`src/rtl/rsa_pkg.sv`:
```
package rsa_pkg;
  localparam int unsigned RT_W  = 4;
  localparam int unsigned NR_W  = 3;
  localparam int unsigned SB_W  = 8;
  localparam int unsigned RSF_W = 16;

  localparam logic [2:0] CC_EXC      = 3'd2;
  localparam logic [2:0] CC_DEV_END  = 3'd3;
  localparam logic [2:0] CC_ATTN_EXC = 3'd6;
  localparam logic [2:0] CC_ATTN_END = 3'd7;

  typedef enum logic {ST_IDLE, ST_BUSY} seq_st_e;
endpackage

```
`src/rtl/rsa_err_map.sv`:
```
module rsa_err_map
  import rsa_pkg::*;
(
  input  logic [RT_W-1:0] rt_err_i,
  input  logic [NR_W-1:0] nr_err_i,
  output logic [SB_W-1:0] isb_bits_o,
  output logic            any_rt_o,
  output logic            any_nr_o
);
  // status byte: [7:4] retryable, [3] spec, [2] zero, [1] reject, [0] extra status
  always_comb begin
    isb_bits_o = '0;
    for (int i = 0; i < RT_W; i++) isb_bits_o[4+i] = rt_err_i[i];
    isb_bits_o[0] = nr_err_i[0];
    isb_bits_o[1] = nr_err_i[1];
    isb_bits_o[3] = nr_err_i[2];
  end

  assign any_rt_o = |rt_err_i;
  assign any_nr_o = |nr_err_i;
endmodule

```
`src/rtl/rsa_seq.sv`:
```
module rsa_seq
  import rsa_pkg::*;
#(
  parameter int unsigned RETRY_LIMIT = 1,
  localparam int unsigned CNT_W = $clog2(RETRY_LIMIT + 1) + 1
) (
  input  logic clk_i,
  input  logic rst_ni,
  input  logic op_start_i,
  input  logic chain_first_i,
  input  logic chain_last_i,
  input  logic se_i,
  input  logic attn_i,
  input  logic op_done_i,
  input  logic any_rt_i,
  input  logic any_nr_i,
  output logic retry_o,
  output logic fin_o,
  output logic fin_exc_o,
  output logic retried_o,
  output logic pde_next_o,
  output logic se_q_o,
  output logic last_q_o,
  output logic attn_q_o
);
  seq_st_e          st_q;
  logic [CNT_W-1:0] rcnt_q;
  logic             pde_q, se_q, last_q, attn_q, retry_q;
  logic             accept, att_end, can_retry, do_retry;

  assign accept    = (st_q == ST_IDLE) && op_start_i;
  assign att_end   = (st_q == ST_BUSY) && op_done_i;
  assign can_retry = se_q && any_rt_i && !any_nr_i && (rcnt_q < CNT_W'(RETRY_LIMIT));
  assign do_retry  = att_end && can_retry;
  assign fin_o     = att_end && !can_retry;
  assign fin_exc_o = any_rt_i || any_nr_i;
  assign retried_o = (rcnt_q != '0);
  assign pde_next_o = pde_q | (!fin_exc_o && retried_o);

  always_ff @(posedge clk_i or negedge rst_ni) begin
    if (!rst_ni) begin
      st_q    <= ST_IDLE;
      rcnt_q  <= '0;
      pde_q   <= 1'b0;
      se_q    <= 1'b0;
      last_q  <= 1'b0;
      attn_q  <= 1'b0;
      retry_q <= 1'b0;
    end else begin
      retry_q <= do_retry;
      if (accept) begin
        st_q   <= ST_BUSY;
        rcnt_q <= '0;
        se_q   <= se_i;
        last_q <= chain_last_i;
        attn_q <= attn_i;
        if (chain_first_i) pde_q <= 1'b0;
      end else if (do_retry) begin
        rcnt_q <= rcnt_q + 1'b1;
      end else if (fin_o) begin
        st_q  <= ST_IDLE;
        pde_q <= pde_next_o;
      end
    end
  end

  assign retry_o  = retry_q;
  assign se_q_o   = se_q;
  assign last_q_o = last_q;
  assign attn_q_o = attn_q;

  p_retry_limit_r1: assert property (@(posedge clk_i) disable iff (!rst_ni)
    rcnt_q <= CNT_W'(RETRY_LIMIT));
  p_retry_after_end_r1: assert property (@(posedge clk_i) disable iff (!rst_ni)
    retry_o |-> $past(op_done_i) && se_q);
  p_no_retry_idle_r8: assert property (@(posedge clk_i) disable iff (!rst_ni)
    (st_q == ST_IDLE) |=> !retry_o);
endmodule

```
`src/rtl/rsa_out.sv`:
```
module rsa_out
  import rsa_pkg::*;
(
  input  logic             clk_i,
  input  logic             rst_ni,
  input  logic             fin_i,
  input  logic             fin_exc_i,
  input  logic             retried_i,
  input  logic             pde_next_i,
  input  logic             se_q_i,
  input  logic             last_q_i,
  input  logic             attn_q_i,
  input  logic [SB_W-1:0]  isb_bits_i,
  output logic             done_o,
  output logic [2:0]       cc_o,
  output logic [SB_W-1:0]  iib_o,
  output logic [SB_W-1:0]  isb_o,
  output logic [RSF_W-1:0] rsf_o,
  output logic             rsb_store_o
);
  always_ff @(posedge clk_i or negedge rst_ni) begin
    if (!rst_ni) begin
      done_o      <= 1'b0;
      cc_o        <= '0;
      iib_o       <= '0;
      isb_o       <= '0;
      rsf_o       <= '0;
      rsb_store_o <= 1'b0;
    end else begin
      done_o      <= fin_i;
      rsb_store_o <= fin_i && se_q_i && !fin_exc_i;
      if (fin_i) begin
        if (fin_exc_i) begin
          cc_o  <= attn_q_i ? CC_ATTN_EXC : CC_EXC;
          iib_o <= '0;
          isb_o <= isb_bits_i;
        end else begin
          cc_o  <= attn_q_i ? CC_ATTN_END : CC_DEV_END;
          iib_o <= {{(SB_W-1){1'b0}}, pde_next_i};
          isb_o <= '0;
        end
        rsf_o <= '0;
        rsf_o[0]       <= last_q_i;
        rsf_o[1]       <= retried_i;
        rsf_o[RSF_W-1] <= !fin_exc_i;
      end
    end
  end

  p_done_pulse_r8: assert property (@(posedge clk_i) disable iff (!rst_ni)
    done_o |=> !done_o);
  p_store_clean_r6: assert property (@(posedge clk_i) disable iff (!rst_ni)
    rsb_store_o |-> done_o && rsf_o[RSF_W-1]);
  p_exc_cause_r3: assert property (@(posedge clk_i) disable iff (!rst_ni)
    (done_o && cc_o[1:0] == 2'b10) |-> (isb_o != '0) && !isb_o[2]);
  p_iib_high_zero_r5: assert property (@(posedge clk_i) disable iff (!rst_ni)
    done_o |-> iib_o[SB_W-1:1] == '0);
endmodule

```
`src/rtl/retry_status_acc.sv`:
```
module retry_status_acc
  import rsa_pkg::*;
#(
  parameter int unsigned RETRY_LIMIT = 1
) (
  input  logic        clk_i,
  input  logic        rst_ni,
  input  logic        op_start_i,
  input  logic        chain_first_i,
  input  logic        chain_last_i,
  input  logic        se_i,
  input  logic        attn_i,
  input  logic        op_done_i,
  input  logic [3:0]  rt_err_i,
  input  logic [2:0]  nr_err_i,
  output logic        retry_o,
  output logic        done_o,
  output logic [2:0]  cc_o,
  output logic [7:0]  iib_o,
  output logic [7:0]  isb_o,
  output logic [15:0] rsf_o,
  output logic        rsb_store_o
);
  logic [SB_W-1:0] isb_bits;
  logic any_rt, any_nr, fin, fin_exc, retried, pde_next, se_q, last_q, attn_q;

  rsa_err_map u_map (
    .rt_err_i   (rt_err_i),
    .nr_err_i   (nr_err_i),
    .isb_bits_o (isb_bits),
    .any_rt_o   (any_rt),
    .any_nr_o   (any_nr)
  );

  rsa_seq #(.RETRY_LIMIT(RETRY_LIMIT)) u_seq (
    .clk_i         (clk_i),
    .rst_ni        (rst_ni),
    .op_start_i    (op_start_i),
    .chain_first_i (chain_first_i),
    .chain_last_i  (chain_last_i),
    .se_i          (se_i),
    .attn_i        (attn_i),
    .op_done_i     (op_done_i),
    .any_rt_i      (any_rt),
    .any_nr_i      (any_nr),
    .retry_o       (retry_o),
    .fin_o         (fin),
    .fin_exc_o     (fin_exc),
    .retried_o     (retried),
    .pde_next_o    (pde_next),
    .se_q_o        (se_q),
    .last_q_o      (last_q),
    .attn_q_o      (attn_q)
  );

  rsa_out u_out (
    .clk_i       (clk_i),
    .rst_ni      (rst_ni),
    .fin_i       (fin),
    .fin_exc_i   (fin_exc),
    .retried_i   (retried),
    .pde_next_i  (pde_next),
    .se_q_i      (se_q),
    .last_q_i    (last_q),
    .attn_q_i    (attn_q),
    .isb_bits_i  (isb_bits),
    .done_o      (done_o),
    .cc_o        (cc_o),
    .iib_o       (iib_o),
    .isb_o       (isb_o),
    .rsf_o       (rsf_o),
    .rsb_store_o (rsb_store_o)
  );
endmodule

```
`config.mk`:
```
export PLATFORM = sky130hd
export DESIGN_NAME = retry_status_acc
export DESIGN_NICKNAME = d
export VERILOG_FILES = /design/src/rtl/rsa_pkg.sv /design/src/rtl/rsa_err_map.sv /design/src/rtl/rsa_seq.sv /design/src/rtl/rsa_out.sv /design/src/rtl/retry_status_acc.sv
export SDC_FILE = /design/constraint.sdc
export NUM_CORES = 1
export LEC_CHECK = 0
export BUFFER_PORTS_ARGS = -buffer_cell sky130_fd_sc_hd__buf_4
export CORE_ASPECT_RATIO = 1.75
export CORE_MARGIN = 4
export CORE_UTILIZATION = 46
export CTS_BUF_LIST = sky130_fd_sc_hd__clkbuf_4 sky130_fd_sc_hd__clkbuf_8 sky130_fd_sc_hd__clkbuf_16
export CTS_CLUSTER_SIZE = 10
export DETAILED_ROUTE_END_ITERATION = 10
export MAX_ROUTING_LAYER = met4
export PLACE_DENSITY = 0.79
export SLEW_MARGIN = 20
export SYNTH_ARGS = -nofsm -noshare
export SYNTH_HDL_FRONTEND = slang
export SYNTH_HIERARCHICAL = 1
export SYNTH_SLANG_ARGS = --single-unit
```
`constraint.sdc`:
```
create_clock -name clk_i -period 2 [get_ports clk_i]
set_input_delay 0.3 -clock clk_i [delete_from_list [all_inputs] [get_ports clk_i]]
set_output_delay 0.3 -clock clk_i [all_outputs]
set_load 0.005 [all_outputs]
```
==> results of run 1 <==
==> registers in the layout, indices dropped and copies added (netlist names) <==
name and flops:
u_seq/st_q 1, u_out/rsf_o 2, u_seq/attn_q_o 1, u_seq/se_q_o 1, u_out/isb_o 8, u_seq/last_q_o 1, u_out/rsb_store_o 1, u_out/cc_o 3
u_out/done_o 1, u_seq/retry_o 1, u_seq/pde_q 1, u_out/iib_o 1, u_seq/rcnt_q 2
==> cells by family after synthesis <==
family          synth area share
mux                       0.0919
other cells              0.00620
compound gates            0.0496
buf+inv                    0.240
flops                      0.496
simple gates               0.106
fa+ha+maj                 0.0103
==> final cells by class <==
type / instances / area [um^2]
clock buffers: 3 / 41.3
fillers: 221 / 1140
inverters: 13 / 48.8
multi-input cells: 67 / 394
flip-flops and latches: 24 / 601
well taps: 26 / 32.5
repair buffers: 35 / 265
==> metrics by stage <==
stage	instances	setup slack, ns
detailed placement	164	0.0325
finish	168	0.291
floorplan	136	0.114
global placement	164	0.144
global route	168	0.175
CTS	168	0.299
==> how the worst min path moves through the flow <==
stage,endpoint,depth (start not counted)
after floorplan,u_out/cc_o[0],0
after global placement,u_out/cc_o[1],1
after detailed placement,u_seq/attn_q_o,1
after CTS,u_seq/se_q_o,2
after global routing,u_seq/se_q_o,2
final,u_seq/se_q_o,2
==> report_power, final <==
part	internal [uW]	switching, uW
sequential	582	55.8
combinational	179	134
clock	134	135
total	894	325
==> layer usage <==
metal | part of all wire | GRT usage
met3 | 0.093 | 0.0213
met1 | 0.38 | 0.166
met5 | 0 | -
met2 | 0.52 | 0.207
met4 | 0.0046 | 0.0492
==> synth_stat cells <==
cell | count | area (um^2)
buf_6 | 1 | 11.3
nand3_1 | 8 | 40.0
buf_4 | 30 | 225
nand2_1 | 2 | 7.51
nor2_2 | 1 | 6.26
nand4b_1 | 1 | 8.76
nor2_1 | 5 | 18.8
dfrtp_1 | 24 | 601
conb_1 | 2 | 7.51
mux2_2 | 9 | 101
or3_1 | 1 | 6.26
or2_2 | 2 | 12.5
a21boi_0 | 1 | 7.51
nor2b_1 | 1 | 6.26
mux2i_1 | 1 | 10.0
o21ai_1 | 2 | 10.0
ha_1 | 1 | 12.5
o21bai_1 | 1 | 7.51
inv_1 | 13 | 48.8
and2b_1 | 1 | 7.51
o21ai_0 | 7 | 35.0
or4_1 | 1 | 7.51
nand3b_1 | 1 | 7.51
buf_2 | 1 | 5.00
==> flow_metrics.py, run 1 <==
metrics = {
    "pwr": {
        "power_density_nw_per_um2": 882,
        "total_power_uw": 1220,
        "p_leak_uw": 0.000715,
        "peakVddDrop_v": 0.000524,
    },
    "detailed_routing": {
        "avgRoutedWirePerCell_um": 13.0,
        "drt-vias-per-instance": 4.69,
        "antenna_left": 0,
        "routed_wl_mm": 2.18,
        "remaining_drc_errors": 0,
        "vias": 788,
        "first_pass_iters": 4,
        "drt_iter0_drc": 16,
    },
    "critical_path": {
        "cp.depth": 6,
        "crit_top_cell": "buf_4",
        "r2r-end": "u_out/cc_o[1]",
        "crit_path_start_kind": "primary input",
        "arrival_ns": 1.89,
        "crit_fanout": 15,
        "r2r_slack_ns": 0.43,
        "cp_num_buf_inv": 2,
        "cp_slowest_stage_delay_ns": 0.57,
        "startpoint": "rt_err_i[1]",
        "ff2ff_path_depth": 6,
        "worst_path_max_delay_cell": "or4_1",
        "cp-endpoint": "u_out/cc_o[0]",
        "r2r-start": "u_seq/rcnt_q[0]",
        "crit_type": "primary input to flop",
        "cp-end-kind": "flop",
        "cp_top_family": "simple AND/OR/NAND/NOR gates",
        "path_cells": "buf_4, or4_1, nand4b_1, nor2b_2, buf_4, mux2i_1",
        "required_ns": 2.18,
    },
    "cells_and_area": {
        "nets": 160,
        "antenna_cells": 0,
        "drive_gt1_frac": 0.352,
        "final_core_util": 0.548,
        "final_common_cell": "buf_4",
        "area_growth_pct": 14.2,
        "final_area_um2": 1380,
        "final_cell_mix": "buf_4, dfrtp_1, conb_1, inv_1, mux2_2",
    },
    "worst_hold_path": {
        "hold_path.class": "primary input to flop",
        "worstHoldStart": "se_i",
    },
    "floorplan": {
        "initial_core_util": 0.480,
        "dieArea_um2": 3550,
        "placementRows": 24,
        "die_x_um": 46.8,
        "core_area_um2": 2520,
        "die_y_um": 75.9,
        "io_pins": 53,
    },
    "timing": {
        "finalSetupViolations": 0,
        "max_freq_mhz": 585,
        "skew_ns": 0.00382,
        "min_period_ns": 1.71,
        "setup_tns_ns": 0,
        "drv_slew": 0,
        "fin_crit_sh": 0.854,
        "hold_slack_ns": 0.272,
        "rsz0062_at_grt": "false",
        "hold_viol_final": 0,
    },
    "clock_network": {
        "numCtsBuffers": 3,
        "insertion_delay_ns": 0.26,
        "clockBufferDepth": 2,
        "cts_resized": 0,
        "root_buffer": "clkbuf_8",
        "cts_tree": "done",
        "cts_setup_buffers": 0,
        "htreeDepth": 1,
        "cts.sinks": 24,
        "postCtsHoldBufs": 1,
        "path_clk_slew_ns": 0.08,
    },
    "placed_design": {
        "placed_area_um2": 1330,
        "portBuffers": 32,
        "gp_congestion": 0.792,
        "dp_hpwl_mm": 1.70,
    },
    "status": {
        "status": "completed",
    },
    "yosys": {
        "yosys_warnings": 6,
        "syn_inst": 117,
        "syn-cell-area_um2": 1210,
        "avgSynthCellArea_um2": 10.4,
        "synthDistinctLibCells": 24,
        "ys_seq_elements": 24,
        "synth_seq_area_share": 0.496,
    },
    "global_routing": {
        "antenna_found_initial": 0,
        "grt_pass1_wl_mm": 3.32,
        "grt_overflow": 0,
        "grt_max_degree": 25,
        "grt_pass1_vias": 758,
        "grt_usage": 0.131,
    },
    "run": {
        "cap_violations": 0,
    },
}
(Power assumes the default switching activity.)
==> run 2, diff against run 1 <==
ABC_AREA = 1   (was unset)
CORE_UTILIZATION = 47   (was 46)
PLACE_DENSITY = 0.8   (was 0.79)
==> flow_metrics.py, run 2 <==
metrics = {
    "status": {
        "status": "completed",
    },
    "yosys": {
        "yosys.area.top_type": "dfrtp_1",
        "synth_seq_area_share": 0.476,
        "synthFlopType": "dfrtp_1",
        "synth_area_leaders": "dfrtp_1, buf_4, nand2_1",
        "synth-edff-count": 0,
        "yosys_warnings": 6,
        "synth_common_cells": "nand2_1, buf_4, dfrtp_1",
        "async_flop_share": 1.00,
        "synthDistinctLibCells": 19,
        "avgSynthCellArea_um2": 8.53,
        "yosysMostFrequentCell": "nand2_1",
        "ys_seq_elements": 24,
        "netlist.area_leader.share": 0.476,
        "syn_inst": 148,
        "syn-cell-area_um2": 1260,
    },
    "clock_network": {
        "root_buffer": "clkbuf_8",
        "insertion_delay_ns": 0.26,
        "path_clk_slew_ns": 0.08,
        "cts.sinks": 24,
        "cts_setup_buffers": 0,
        "clockBufferDepth": 2,
        "numCtsBuffers": 3,
        "htreeDepth": 1,
        "cts_tree": "done",
    },
    "timing": {
        "skew_ns": 0.00664,
        "fin_crit_sh": 0.746,
        "hold_slack_ns": 0.268,
        "setup_tns_ns": 0,
        "finalSetupViolations": 0,
        "drv_slew": 0,
        "min_period_ns": 1.49,
        "final.setup.worst_slack_ns": 0.508,
        "hold_viol_final": 0,
        "max_freq_mhz": 670,
        "rsz0062_at_grt": "false",
    },
    "critical_path": {
        "cp-endpoint": "u_out/cc_o[0]",
        "required_ns": 2.17,
        "r2r-start": "u_seq/rcnt_q[0]",
        "crit_path_start_kind": "flop",
        "cp-end-kind": "flop",
        "ff2ff_path_depth": 7,
        "r2r-end": "u_out/cc_o[0]",
        "arrival_ns": 1.67,
        "crit_type": "flop to flop",
        "crit_fanout": 14,
        "startpoint": "u_seq/rcnt_q[0]",
        "r2r_slack_ns": 0.51,
    },
    "global_routing": {
        "grt_max_degree": 25,
        "grt_pass1_wl_mm": 3.86,
        "grt_usage": 0.143,
        "grt_overflow": 0,
        "antenna_found_initial": 0,
        "grt_pass1_vias": 870,
    },
    "placed_design": {
        "dp_hpwl_mm": 1.80,
        "placed_area_um2": 1380,
        "gp_congestion": 0.754,
        "place_ws_ns": 0.514,
        "portBuffers": 32,
    },
    "detailed_routing": {
        "vias": 886,
        "remaining_drc_errors": 0,
        "first_pass_iters": 4,
        "drt-vias-per-instance": 4.43,
        "avgRoutedWirePerCell_um": 11.4,
        "antenna_left": 0,
        "drt_iter0_drc": 16,
        "routed_wl_mm": 2.27,
    },
    "cells_and_area": {
        "antenna_cells": 0,
        "largestRegisters": "u_out/isb_o (8), u_out/cc_o (3)",
        "final-seq-area_um2": 601,
        "largest_register_ffs": 8,
        "final_area_um2": 1460,
        "regMostFlops": "u_out/isb_o",
        "nets": 191,
        "drive_gt1_frac": 0.299,
        "fillCellCount": 251,
        "multi_input_area_um2": 442,
        "final_common_cell": "nand2_1",
        "final_cell_mix": "nand2_1, buf_4, dfrtp_1, conb_1, nand3_1",
        "area_growth_pct": 15.5,
    },
    "floorplan": {
        "die_x_um": 47.2,
        "die_y_um": 76.6,
        "dieArea_um2": 3610,
        "placementRows": 24,
        "io_pins": 53,
        "initial_core_util": 0.500,
        "core_area_um2": 2520,
    },
    "pwr": {
        "power_density_nw_per_um2": 916,
        "p_leak_uw": 0.000843,
        "peakVddDrop_v": 0.000427,
        "total_power_uw": 1330,
    },
    "worst_hold_path": {
        "hold_path.class": "primary input to flop",
    },
    "run": {
        "cap_violations": 0,
    },
}
run 2: changes by cell type after synthesis, moves of 6 or more:
| cell | previous run | this run |
|---|---|---|
| nand2_1 | 2 | 46 |
| mux2_2 | 9 | 0 |
| inv_1 | 13 | 5 |
| nand3_1 | 8 | 16 |
| inv_2 | 0 | 6 |
| o21ai_0 | 7 | 1 |
run 2: report_power, final:
group	switching, uW	total, uW	internal (uW)
clock network	146	413	267
logic	157	304	147
registers	50.6	619	568
run 2: kinds of logic after synthesis:
group / share of synthesized area
other cells: 0.00595
simple gates: 0.261
buf+inv: 0.231
compound gates: 0.0168
fa+ha+maj: 0.00991
flops: 0.476
run 2: metal layers:
layer	routed length, um	vias up	GRT usage	share of wire
met5	0	-	-	0
met4	14	0	0.0416	0.0062
met3	150	2	0.0236	0.066
met2	1250	28	0.245	0.55
met1	855	405	0.161	0.38
li1	-	451	-	-
run 2: cell type report:
| cell class | instances | area share |
|---|---|---|
| clock inverter | 1 | 0.0206 |
| multi-input combinational | 99 | 0.303 |
| tap | 26 | 0.0223 |
| inverter | 12 | 0.0318 |
| timing repair buffer | 35 | 0.182 |
| sequential | 24 | 0.412 |
| clock buffer | 3 | 0.0283 |
run 2: worst min path at each step:
stage                     start  cells after the start  slack [ns]        endpoint
finish              nr_err_i[0]                      3        0.27  u_out/isb_o[0]
global route        nr_err_i[1]                      3        0.27  u_out/isb_o[1]
CTS                 nr_err_i[0]                      3        0.26  u_out/isb_o[0]
detailed placement       rst_ni                      1        0.21   u_out/cc_o[0]
global placement         rst_ni                      1        0.20    u_out/done_o
floorplan                rst_ni                      0       0.004   u_out/cc_o[0]
run 2: repair_timing:
action	CTS	global route
hold endpoints to repair	24	0
gates resized for setup	0	0
hold buffers	1	0
run 2: worst max-delay path, cell delays in order, from the launching register on:
cell,delay [ns]
dfrtp_1,0.36
inv_1,0.06
ha_1,0.21
inv_2,0.08
nor2_4,0.05
a21oi_2,0.25
inv_2,0.17
o21ai_0,0.22
run 2: stage by stage:
stage               utilization  instances
finish                    0.578        200
global route              0.578        200
CTS                       0.578        200
detailed placement        0.546        195
global placement          0.546        195
floorplan                     -        167
==> run 3, diff against run 2 <==
ABC_AREA = 0   (was 1)
CORE_UTILIZATION = 42   (was 47)
PLACE_DENSITY = 0.76   (was 0.8)
clock period = 1.2 ns   (was 2 ns; I/O delays follow)
==> flow_metrics.py, run 3 (synthesized netlist as in run 1, its figures left out) <==
metrics = {
    "status": {
        "status": "finished, violations left",
        "violations": "setup timing",
    },
    "global_routing": {
        "grt_pass1_wl_mm": 4.02,
        "antenna_found_initial": 0,
        "grt_usage": 0.132,
        "grt_max_degree": 25,
        "grt_pass1_vias": 885,
        "grt_overflow": 0,
    },
    "floorplan": {
        "die_x_um": 48.6,
        "placementRows": 25,
        "initial_core_util": 0.445,
        "io_pins": 53,
        "dieArea_um2": 3840,
        "core_area_um2": 2720,
        "die_y_um": 79.0,
    },
    "timing": {
        "skew_ns": 0.00246,
        "rsz0062_at_grt": "true",
        "finalSetupViolations": 20,
        "min_period_ns": 1.47,
        "hold_viol_final": 0,
        "setup_tns_ns": -3.86,
        "final.setup.worst_slack_ns": -0.273,
        "fin_crit_sh": 1.23,
        "drv_slew": 0,
        "max_freq_mhz": 679,
    },
    "cells_and_area": {
        "nets": 180,
        "largestRegisters": "u_out/isb_o (8), u_out/cc_o (3)",
        "final_core_util": 0.595,
        "area_growth_pct": 33.7,
        "regMostFlops": "u_out/isb_o",
        "final_cell_mix": "buf_4, dfrtp_1, conb_1, inv_1, mux2_2",
        "final_common_cell": "buf_4",
        "fillCellCount": 212,
        "largest_register_ffs": 8,
        "drive_gt1_frac": 0.497,
        "antenna_cells": 0,
    },
    "clock_network": {
        "insertion_delay_ns": 0.27,
        "clockBufferDepth": 2,
        "root_buffer": "clkbuf_8",
        "numCtsBuffers": 3,
        "path_clk_slew_ns": 0.08,
        "cts.sinks": 24,
        "htreeDepth": 1,
        "cts_tree": "done",
    },
    "detailed_routing": {
        "drt-vias-per-instance": 4.55,
        "first_pass_iters": 4,
        "remaining_drc_errors": 0,
        "routed_wl_mm": 2.48,
        "vias": 864,
        "drt_iter0_drc": 21,
        "avgRoutedWirePerCell_um": 13.0,
        "antenna_left": 0,
    },
    "critical_path": {
        "path_cells": "inv_2, ha_4, nand4b_1, buf_4, nor2_2, mux2_2",
        "crit_type": "flop to flop",
        "required_ns": 1.36,
        "cp-endpoint": "u_seq/rcnt_q[0]",
        "arrival_ns": 1.63,
        "cp-end-kind": "flop",
        "worst_path_max_delay_cell": "dfrtp_1",
        "r2r-end": "u_seq/rcnt_q[0]",
        "r2r-start": "u_seq/rcnt_q[0]",
        "ff2ff_path_depth": 6,
        "crit_path_start_kind": "flop",
        "cp_slowest_stage_delay_ns": 0.39,
        "crit_fanout": 3,
        "startpoint": "u_seq/rcnt_q[0]",
        "r2r_slack_ns": -0.27,
    },
    "pwr": {
        "peakVddDrop_v": 0.00113,
        "p_leak_uw": 0.000836,
        "power_density_nw_per_um2": 1410,
        "total_power_uw": 2280,
    },
    "placed_design": {
        "portBuffers": 32,
        "dp_hpwl_mm": 1.82,
        "gp_congestion": 0.767,
    },
    "worst_hold_path": {
        "hold_path.class": "primary input to flop",
        "worstHoldStart": "op_start_i",
    },
    "run": {
        "cap_violations": 0,
    },
}
==> run 3: report_power, final <==
| group | switching [uW] | leakage, uW | internal [uW] |
|---|---|---|---|
| registers | 94.9 | 0.000301 | 969 |
| clock network | 248 | 0.0000288 | 293 |
| logic | 272 | 0.000507 | 405 |
==> run 3: worst max-delay path: cells and delay by family (launching register included) <==
kind          cells  cell delay (ns)
buf+inv           2             0.24
flops             1             0.39
simple gates      2             0.26
fa+ha+maj         1             0.13
mux               1             0.34
==> run 3: layout make-up <==
class / instances / area, um^2 / area share
repair buffers: 55 / 442 / 0.273
well taps: 27 / 33.8 / 0.0209
flip-flops and latches: 24 / 601 / 0.371
clock buffers: 4 / 55.1 / 0.0340
multi-input cells: 67 / 439 / 0.271
inverters: 13 / 48.8 / 0.0301
==> run 3: worst min-delay path by stage <==
| stage | cells past startpoint | slack (ns) | end |
|---|---|---|---|
| after floorplan | 0 | -0.12 | u_out/cc_o[0] |
| after global placement | 1 | 0.09 | u_seq/attn_q_o |
| after detailed placement | 1 | 0.09 | u_seq/last_q_o |
| after CTS | 2 | 0.14 | u_seq/se_q_o |
| after global routing | 2 | 0.15 | u_seq/se_q_o |
| final | 3 | 0.14 | u_seq/st_q |
==> run 3: per-layer routing <==
layer | track usage | wire length [um]
met4 | 0.0566 | 54
met1 | 0.141 | 892
met3 | 0.0225 | 204
met2 | 0.236 | 1330
met5 | - | 0
==> run 3: repair_timing <==
action                     4_1_cts  5_1_grt
setup endpoints to repair       23       20
hold endpoints to repair        24        0
setup buffers                    5        3
gates resized for setup         16        2
gates cloned                     0        0
hold buffers                     1        0
pin swaps                        7        2
==> run 3: per-stage QoR <==
step / instance area, um^2 / cells / setup WS, ns / hold slack [ns]
6_report: 1620 / 190 / -0.273 / 0.138
5_1_grt: 1620 / 190 / -0.322 / 0.145
4_1_cts: 1590 / 187 / -0.224 / 0.141
3_5_place_dp: 1440 / 177 / -0.526 / 0.0917
3_3_place_gp: 1440 / 177 / -0.482 / 0.0892
2_1_floorplan: 1300 / 136 / -0.325 / -0.116
